==> src/rtl/dec_pkg.sv <==
package dec_pkg;
  localparam int unsigned DEC_W   = 4;
  localparam int unsigned DEC_MOD = 10;

  typedef enum logic {
    DIR_UP   = 1'b0,
    DIR_DOWN = 1'b1
  } dir_e;
endpackage

==> src/rtl/dec_up_next.sv <==
module dec_up_next #(
  parameter int unsigned W       = 4,
  parameter int unsigned MODULUS = 10
) (
  input  logic [W-1:0] cur_i,
  output logic [W-1:0] nxt_o
);
  localparam logic [W-1:0] TOP = W'(MODULUS - 1);

  always_comb begin
    if (cur_i >= TOP) nxt_o = '0;
    else              nxt_o = cur_i + W'(1);
  end
endmodule

==> src/rtl/dec_down_next.sv <==
module dec_down_next #(
  parameter int unsigned W       = 4,
  parameter int unsigned MODULUS = 10
) (
  input  logic [W-1:0] cur_i,
  output logic [W-1:0] nxt_o
);
  localparam logic [W-1:0] TOP = W'(MODULUS - 1);

  always_comb begin
    if (cur_i == '0 || cur_i > TOP) nxt_o = TOP;
    else                            nxt_o = cur_i - W'(1);
  end
endmodule

==> src/rtl/dec_dir_mux.sv <==
module dec_dir_mux #(
  parameter int unsigned W = 4
) (
  input  logic         sel_i,
  input  logic [W-1:0] up_i,
  input  logic [W-1:0] down_i,
  output logic [W-1:0] out_o
);
  for (genvar b = 0; b < W; b++) begin : g_bit
    assign out_o[b] = sel_i ? down_i[b] : up_i[b];
  end
endmodule

==> src/rtl/dec_updown_counter.sv <==
module dec_updown_counter
  import dec_pkg::*;
#(
  parameter int unsigned W       = DEC_W,
  parameter int unsigned MODULUS = DEC_MOD
) (
  input  logic         clk_i,
  input  logic         rst_ni,
  input  logic         dir_i,
  input  logic         clr_ni,
  input  logic         hold_ni,
  input  logic         load_ni,
  input  logic [W-1:0] load_val_i,
  output logic [W-1:0] count_o,
  output logic         tc_o
);
  localparam logic [W-1:0] TOP = W'(MODULUS - 1);

  logic [W-1:0] cnt_q, cnt_d;
  logic [W-1:0] up_nxt, down_nxt, step_nxt;
  logic [W-1:0] load_safe;

  dec_up_next #(.W(W), .MODULUS(MODULUS)) u_up (
    .cur_i (cnt_q),
    .nxt_o (up_nxt)
  );

  dec_down_next #(.W(W), .MODULUS(MODULUS)) u_down (
    .cur_i (cnt_q),
    .nxt_o (down_nxt)
  );

  dec_dir_mux #(.W(W)) u_mux (
    .sel_i  (dir_i),
    .up_i   (up_nxt),
    .down_i (down_nxt),
    .out_o  (step_nxt)
  );

  // out-of-range presets collapse to zero
  assign load_safe = (load_val_i > TOP) ? '0 : load_val_i;

  always_comb begin
    if (!clr_ni)       cnt_d = '0;
    else if (!load_ni) cnt_d = load_safe;
    else if (!hold_ni) cnt_d = cnt_q;
    else               cnt_d = step_nxt;
  end

  always_ff @(posedge clk_i or negedge rst_ni) begin
    if (!rst_ni) cnt_q <= '0;
    else         cnt_q <= cnt_d;
  end

  assign count_o = cnt_q;
  assign tc_o    = (dir_i == DIR_DOWN) ? (cnt_q == '0) : (cnt_q == TOP);

  assert_in_range_R9: assert property (@(posedge clk_i) disable iff (!rst_ni)
    count_o <= TOP);

  assert_clear_R4: assert property (@(posedge clk_i) disable iff (!rst_ni)
    !clr_ni |=> count_o == '0);

  assert_hold_R7: assert property (@(posedge clk_i) disable iff (!rst_ni)
    (clr_ni && load_ni && !hold_ni) |=> $stable(count_o));

  assert_up_step_R2: assert property (@(posedge clk_i) disable iff (!rst_ni)
    (clr_ni && load_ni && hold_ni && !dir_i && count_o != TOP)
      |=> count_o == $past(count_o) + W'(1));

  assert_up_wrap_R2: assert property (@(posedge clk_i) disable iff (!rst_ni)
    (clr_ni && load_ni && hold_ni && !dir_i && count_o == TOP) |=> count_o == '0);

  assert_down_wrap_R3: assert property (@(posedge clk_i) disable iff (!rst_ni)
    (clr_ni && load_ni && hold_ni && dir_i && count_o == '0) |=> count_o == TOP);

  assert_load_R5: assert property (@(posedge clk_i) disable iff (!rst_ni)
    (clr_ni && !load_ni && load_val_i <= TOP) |=> count_o == $past(load_val_i));

  assert_reset_R1: assert property (@(posedge clk_i)
    !rst_ni |-> count_o == '0);
endmodule

==> config.mk <==
export PLATFORM = sky130hd
export DESIGN_NAME = dec_updown_counter
export DESIGN_NICKNAME = d
export VERILOG_FILES = /design/src/rtl/dec_pkg.sv /design/src/rtl/dec_up_next.sv /design/src/rtl/dec_down_next.sv /design/src/rtl/dec_dir_mux.sv /design/src/rtl/dec_updown_counter.sv
export SDC_FILE = /design/constraint.sdc
export NUM_CORES = 1
export LEC_CHECK = 0
export BUFFER_PORTS_ARGS = -buffer_cell sky130_fd_sc_hd__buf_2
export CAP_MARGIN = 15
export CORE_AREA = 3 3 40 42
export DETAILED_ROUTE_END_ITERATION = 8
export DIE_AREA = 0 0 43 45
export PLACE_DENSITY = 0.69
export SKIP_LAST_GASP = 1
export SLEW_MARGIN = 20
export SYNTH_ARGS = -nofsm -noshare
export SYNTH_HDL_FRONTEND = slang
export SYNTH_HIERARCHICAL = 1
export SYNTH_SLANG_ARGS = --single-unit
==> constraint.sdc <==
create_clock -name clk_i -period 2.67 [get_ports clk_i]
set_clock_uncertainty 0.15 [all_clocks]
set_input_delay 0.1335 -clock clk_i [delete_from_list [all_inputs] [get_ports clk_i]]
set_output_delay 0.1335 -clock clk_i [all_outputs]
set_load 0.05 [all_outputs]
== Yosys cells after proc, flatten, opt, wreduce, memory -nomap -nowiden ==
Index checks and enable logic that the tools add are counted.
Widths: inputs -> output; s select.
Word-level totals
  flip-flop bits (word level): 4
  input port bits: 10
  output and inout port bits: 5
  word-level logic and storage cells: 21
Operators by class
  add/sub/neg operators: 2
  order comparisons: 3
  eq/ne operators: 2
  mux-type cells: 11
  reduce and logical (&&, ||, !) cells: 2
Operators by type and width (number)
  $mux 4: 6
  $gt 4x4->1 const B: 2
  $mux 1: 5
  $add 4x1->4 const B: 1
  $eq 4x4->1 const B: 1
  $ge 4x4->1 const B: 1
  $logic_not 4->1: 1
  $sub 4x1->4 const B: 1
  $ne 3x3->1 const B: 1
  $logic_or 1x1->1: 1

== Logic depth before layout (Yosys ltp) ==
  depth in word-level cells: 7
  mapped depth: 8
  gate-level depth less buffers: 8

== Modules after synthesis ==
The synthesis kept the hierarchy.
By module, submodules not included
  dec_updown_counter: instances 1, cells an instance 26, area an instance 254.0 um^2, sequential area each 100.1 um^2
  dec_down_next: instances 1, cells an instance 19, area an instance 122.6 um^2, sequential area each 0.0 um^2
  dec_up_next: instances 1, cells an instance 14, area an instance 112.6 um^2, sequential area each 0.0 um^2
  dec_dir_mux: instances 1, cells an instance 4, area an instance 45.0 um^2, sequential area each 0.0 um^2

== Worst setup path after synthesis ==
OpenSTA, ideal clock, no wires.
  path kind: register -> register
  start: reg cnt_q[0] (netlist: count_o[0])
  end: reg cnt_q[2] (netlist: count_o[2])
  setup time: 124 ps
  arrival time: 1978 ps
  setup slack: 418 ps
  cell stages (with the launch flop): 9
  cell sequence: dfrtp_1 > inv_1 > ha_1 > nand2b_4 > a21oi_1 > mux2_2 > mux2_2 > mux2i_1 > a21oi_1
RTL lines
  start, declared: line dec_updown_counter.sv:19  | logic [W-1:0] cnt_q, cnt_d;
  start signal, assigned: line dec_updown_counter.sv:52  | else cnt_q <= cnt_d;
  $add 4x1->4 or $ge 4x4->1 (tied branches): line dec_up_next.sv:12, dec_up_next.sv:11
  $mux 4 *: line dec_up_next.sv:11  | if (cur_i >= TOP) nxt_o = '0;
  net up_nxt[2]: line dec_updown_counter.sv:20  | logic [W-1:0] up_nxt, down_nxt, step_nxt;
  $mux 1 *: line dec_dir_mux.sv:10  | assign out_o[b] = sel_i ? down_i[b] : up_i[b];
  net step_nxt[2]: line dec_updown_counter.sv:20
  $mux 4 *: line dec_updown_counter.sv:46  | else if (!hold_ni) cnt_d = cnt_q;
  $mux 4 *: line dec_updown_counter.sv:45  | else if (!load_ni) cnt_d = load_safe;
  $mux 4 *: line dec_updown_counter.sv:44  | if (!clr_ni) cnt_d = '0;
The timed path passes the listed nets; every way through them passes the cells marked *. The select of a mux whose other input is x is not followed.
A chain may end at the register's enable or synchronous reset.

== Worst setup path after layout ==
  start: reg cnt_q[0] (netlist: count_o[0])
  end: reg cnt_q[1] (netlist: count_o[1])
On the way
  cells in the longest elaborated chain, start to end: 7
Ends and longest elaborated chain
  $gt 4x4->1 or $logic_not 4->1 (tied branches): line dec_down_next.sv:11  | if (cur_i == '0 || cur_i > TOP) nxt_o = TOP;
  $logic_or 1x1->1: line dec_down_next.sv:11
  $mux 4 *: line dec_down_next.sv:11
  net down_nxt[1]: line dec_updown_counter.sv:20
  $mux 1 *: line dec_dir_mux.sv:10
  net step_nxt[1]: line dec_updown_counter.sv:20
  $mux 4 *: line dec_updown_counter.sv:46
  $mux 4 *: line dec_updown_counter.sv:45
  $mux 4 *: line dec_updown_counter.sv:44
Marked as above.

==> summary.txt <==
Drt
  – Initial drt markers: 5
  – Final wirelength: 1070 um
  – Vias per cell: 5.20
  – Detailed-route DRC error count: 0
  – Routed length per instance: 11.2 um
  – Antenna Violating Nets Remaining: 0
  – TritonRoute pass-1 iters: 3
  – Routed vias: 499

Worst setup path
  – Crit path max fanout: 12
  – Worst Setup Start Kind: flop
  – WP data arrival: 2.03 ns
  – CP endpoint kind: flop
  – Critical path class: flop to flop
  – CP required: 2.63 ns

Placement
  – I/O Buffers: 14
  – Final HPWL DP: 855 um
  – GP Congestion: 0.718

Clock tree
  – CTS H-tree lvls: 1
  – Sink Count: 4
  – CTS root buf: clkbuf_4
  – CTS tree: yes
  – Post-CTS setup buffers: 0
  – Clk_lat worst skew: 0.23 ns
  – Post_cts resized: 0
  – CTS Buffer Depth: 2
  – Clock-pin slew on the worst setup and hold paths: 0.03 ns
  – Cts bufs inserted: 3

Final layout
  – Biggest regs: count_o (4)
  – Max reg flops: 4
  – Fill cells: 125
  – Layout cells sized above 1: 0.309
  – Final core occ: 0.512
  – Largest Register: count_o
  – Synthesis-to-layout area growth: 23.2%
  – Nets@finish: 99
  – Antenna diodes: 0

GRT
  – Pin count of the biggest net entering global routing: 14
  – Grt ovf: 0
  – Initial antenna violation count: 0
  – Overall routing resource usage: 0.124
  – Vias in the first global route: 491
  – First-pass GRT wire length: 1840 um

Min path
  – HP Class: input port to flop

Timing
  – Highest achievable clock rate: 482 MHz
  – Final Cycle Share: 0.776
  – Setup TNS: 0 ns
  – Fin Hold WS: 0.0244 ns
  – Endpoints failing hold: 0
  – Setup violations, final: 0
  – Final min period: 2.07 ns
  – Tightest Pin Transition: 0.358 ns
  – Max-slew violations: 0
  – Slew HR: 0.762
  – RSZ-0062 raised after global routing: false

Floorplan
  – I/O pin count: 15
  – Core area: 1280 um^2
  – Chip width: 43 um
  – Initial Util: 0.416
  – Die footprint: 1940 um^2
  – FP Rows: 13
  – Die height: 45 um

Outcome
  – Status: completed

Yosys
  – Synth warn: 6
  – Synth Net Count: 79
  – Netlist cell types: 22
  – Syn Std Cell Area: 534 um^2
  – Share of the yosys chip area belonging to registers: 0.187
  – Synth Instances: 63
  – Syn avg cell area: 8.48 um^2
  – Yosys reg bits: 4

Pwr
  – Pwr/cell area: 404 nW/um^2
  – Lkg Pwr: 0.306 nW
  – Peak supply drop: 0.000229 V
  – Pwr Total: 0.266 mW

Job
  – Max cap viols: 0
==> synthesized netlist by cell type (all sizes together) <==
library cell	n	area, um^2
nor4b	1	15.0
nand2	4	15.0
nand4b	1	8.76
ha	6	75.1
nand2b	4	32.5
nor2	5	18.8
inv	4	15.0
o21ai	7	35.0
nor2b	5	31.3
buf	1	7.51
a32o	1	10.0
o22ai	1	6.26
mux2	5	56.3
mux2i	4	40.0
and2	2	12.5
nand3b	2	15.0
dfrtp	4	100
a211oi	1	12.5
a21oi	4	20.0
o31ai	1	7.51
==> what timing repair did <==
| action | CTS | global route |
|---|---|---|
| endpoints found under the setup margin | 0 | 0 |
| hold endpoints to repair | 5 | 0 |
| hold buffers | 2 | 0 |
==> final timing paths <==
path,from,endpoint,slack [ns],cells after the start
min in group asynchronous,rst_ni,count_o[0]$_DFFE_PN0P_,0.08,2
min reg2reg,count_o[1]$_DFFE_PN0P_,count_o[1]$_DFFE_PN0P_,0.62,2
max,count_o[0]$_DFFE_PN0P_,count_o[1]$_DFFE_PN0P_,0.60,8
min,clr_ni,count_o[2]$_DFFE_PN0P_,0.02,3
max in group asynchronous,rst_ni,count_o[1]$_DFFE_PN0P_,2.17,2
max reg2reg,count_o[0]$_DFFE_PN0P_,count_o[1]$_DFFE_PN0P_,0.60,8
==> through the flow <==
step           cell area (um^2)  setup WS [ns]  instances
2_1_floorplan               534          0.418         63
3_3_place_gp                616          0.637         91
3_5_place_dp                616          0.595         91
4_1_cts                     658          0.586         96
5_1_grt                     658          0.397         96
6_report                    658          0.597         96
==> power by group <==
group          internal, mW  leakage [nW]  switching [mW]
combinational        0.0514         0.239          0.0646
sequential           0.0652        0.0531          0.0126
clock                0.0501        0.0138          0.0218
==> kinds of logic after synthesis <==
family | synth area share
AOI/OAI and AO/OA | 0.171
DFF | 0.187
buffers and inverters | 0.0422
and+or+nand+nor | 0.279
muxes | 0.180
adders and majority gates | 0.141
==> placed cells by master, fill, tap and decap left out, types with 4 or more instances in the layout <==
master   instances
nor2b_1          5
ha_1             6
buf_2           14
a21oi_1          4
dfrtp_1          4
nand2_1          4
o21ai_1          4
inv_1            4
nor2_1           5
mux2i_1          4
mux2_2           5
==> routing by layer <==
metal  routed length (um)  GRT usage  vias up
met5                    0          0        -
li1                     -          -      261
met3                   58     0.0120        0
met4                    0     0.0723        0
met1                  479      0.131      223
met2                  535      0.240       15
==> cell type report <==
class / instances / area (um^2) / share of cell area
Tap cell: 15 / 18.8 / 0.0285
Multi-Input combinational cell: 54 / 412 / 0.625
Inverter: 4 / 15.0 / 0.0228
Sequential cell: 4 / 100 / 0.152
Timing Repair Buffer: 16 / 90.1 / 0.137
Clock buffer: 3 / 22.5 / 0.0342
==> critical path, cell delays in order (launching register included) <==
cell     delay [ns]
dfrtp_1        0.54
inv_1          0.11
ha_1           0.25
nor2_1         0.15
o22ai_1        0.10
nor2b_1        0.15
mux2_2         0.26
mux2i_1        0.15
a21oi_1        0.08
Note: power is estimated with default switching activity, not from simulation.
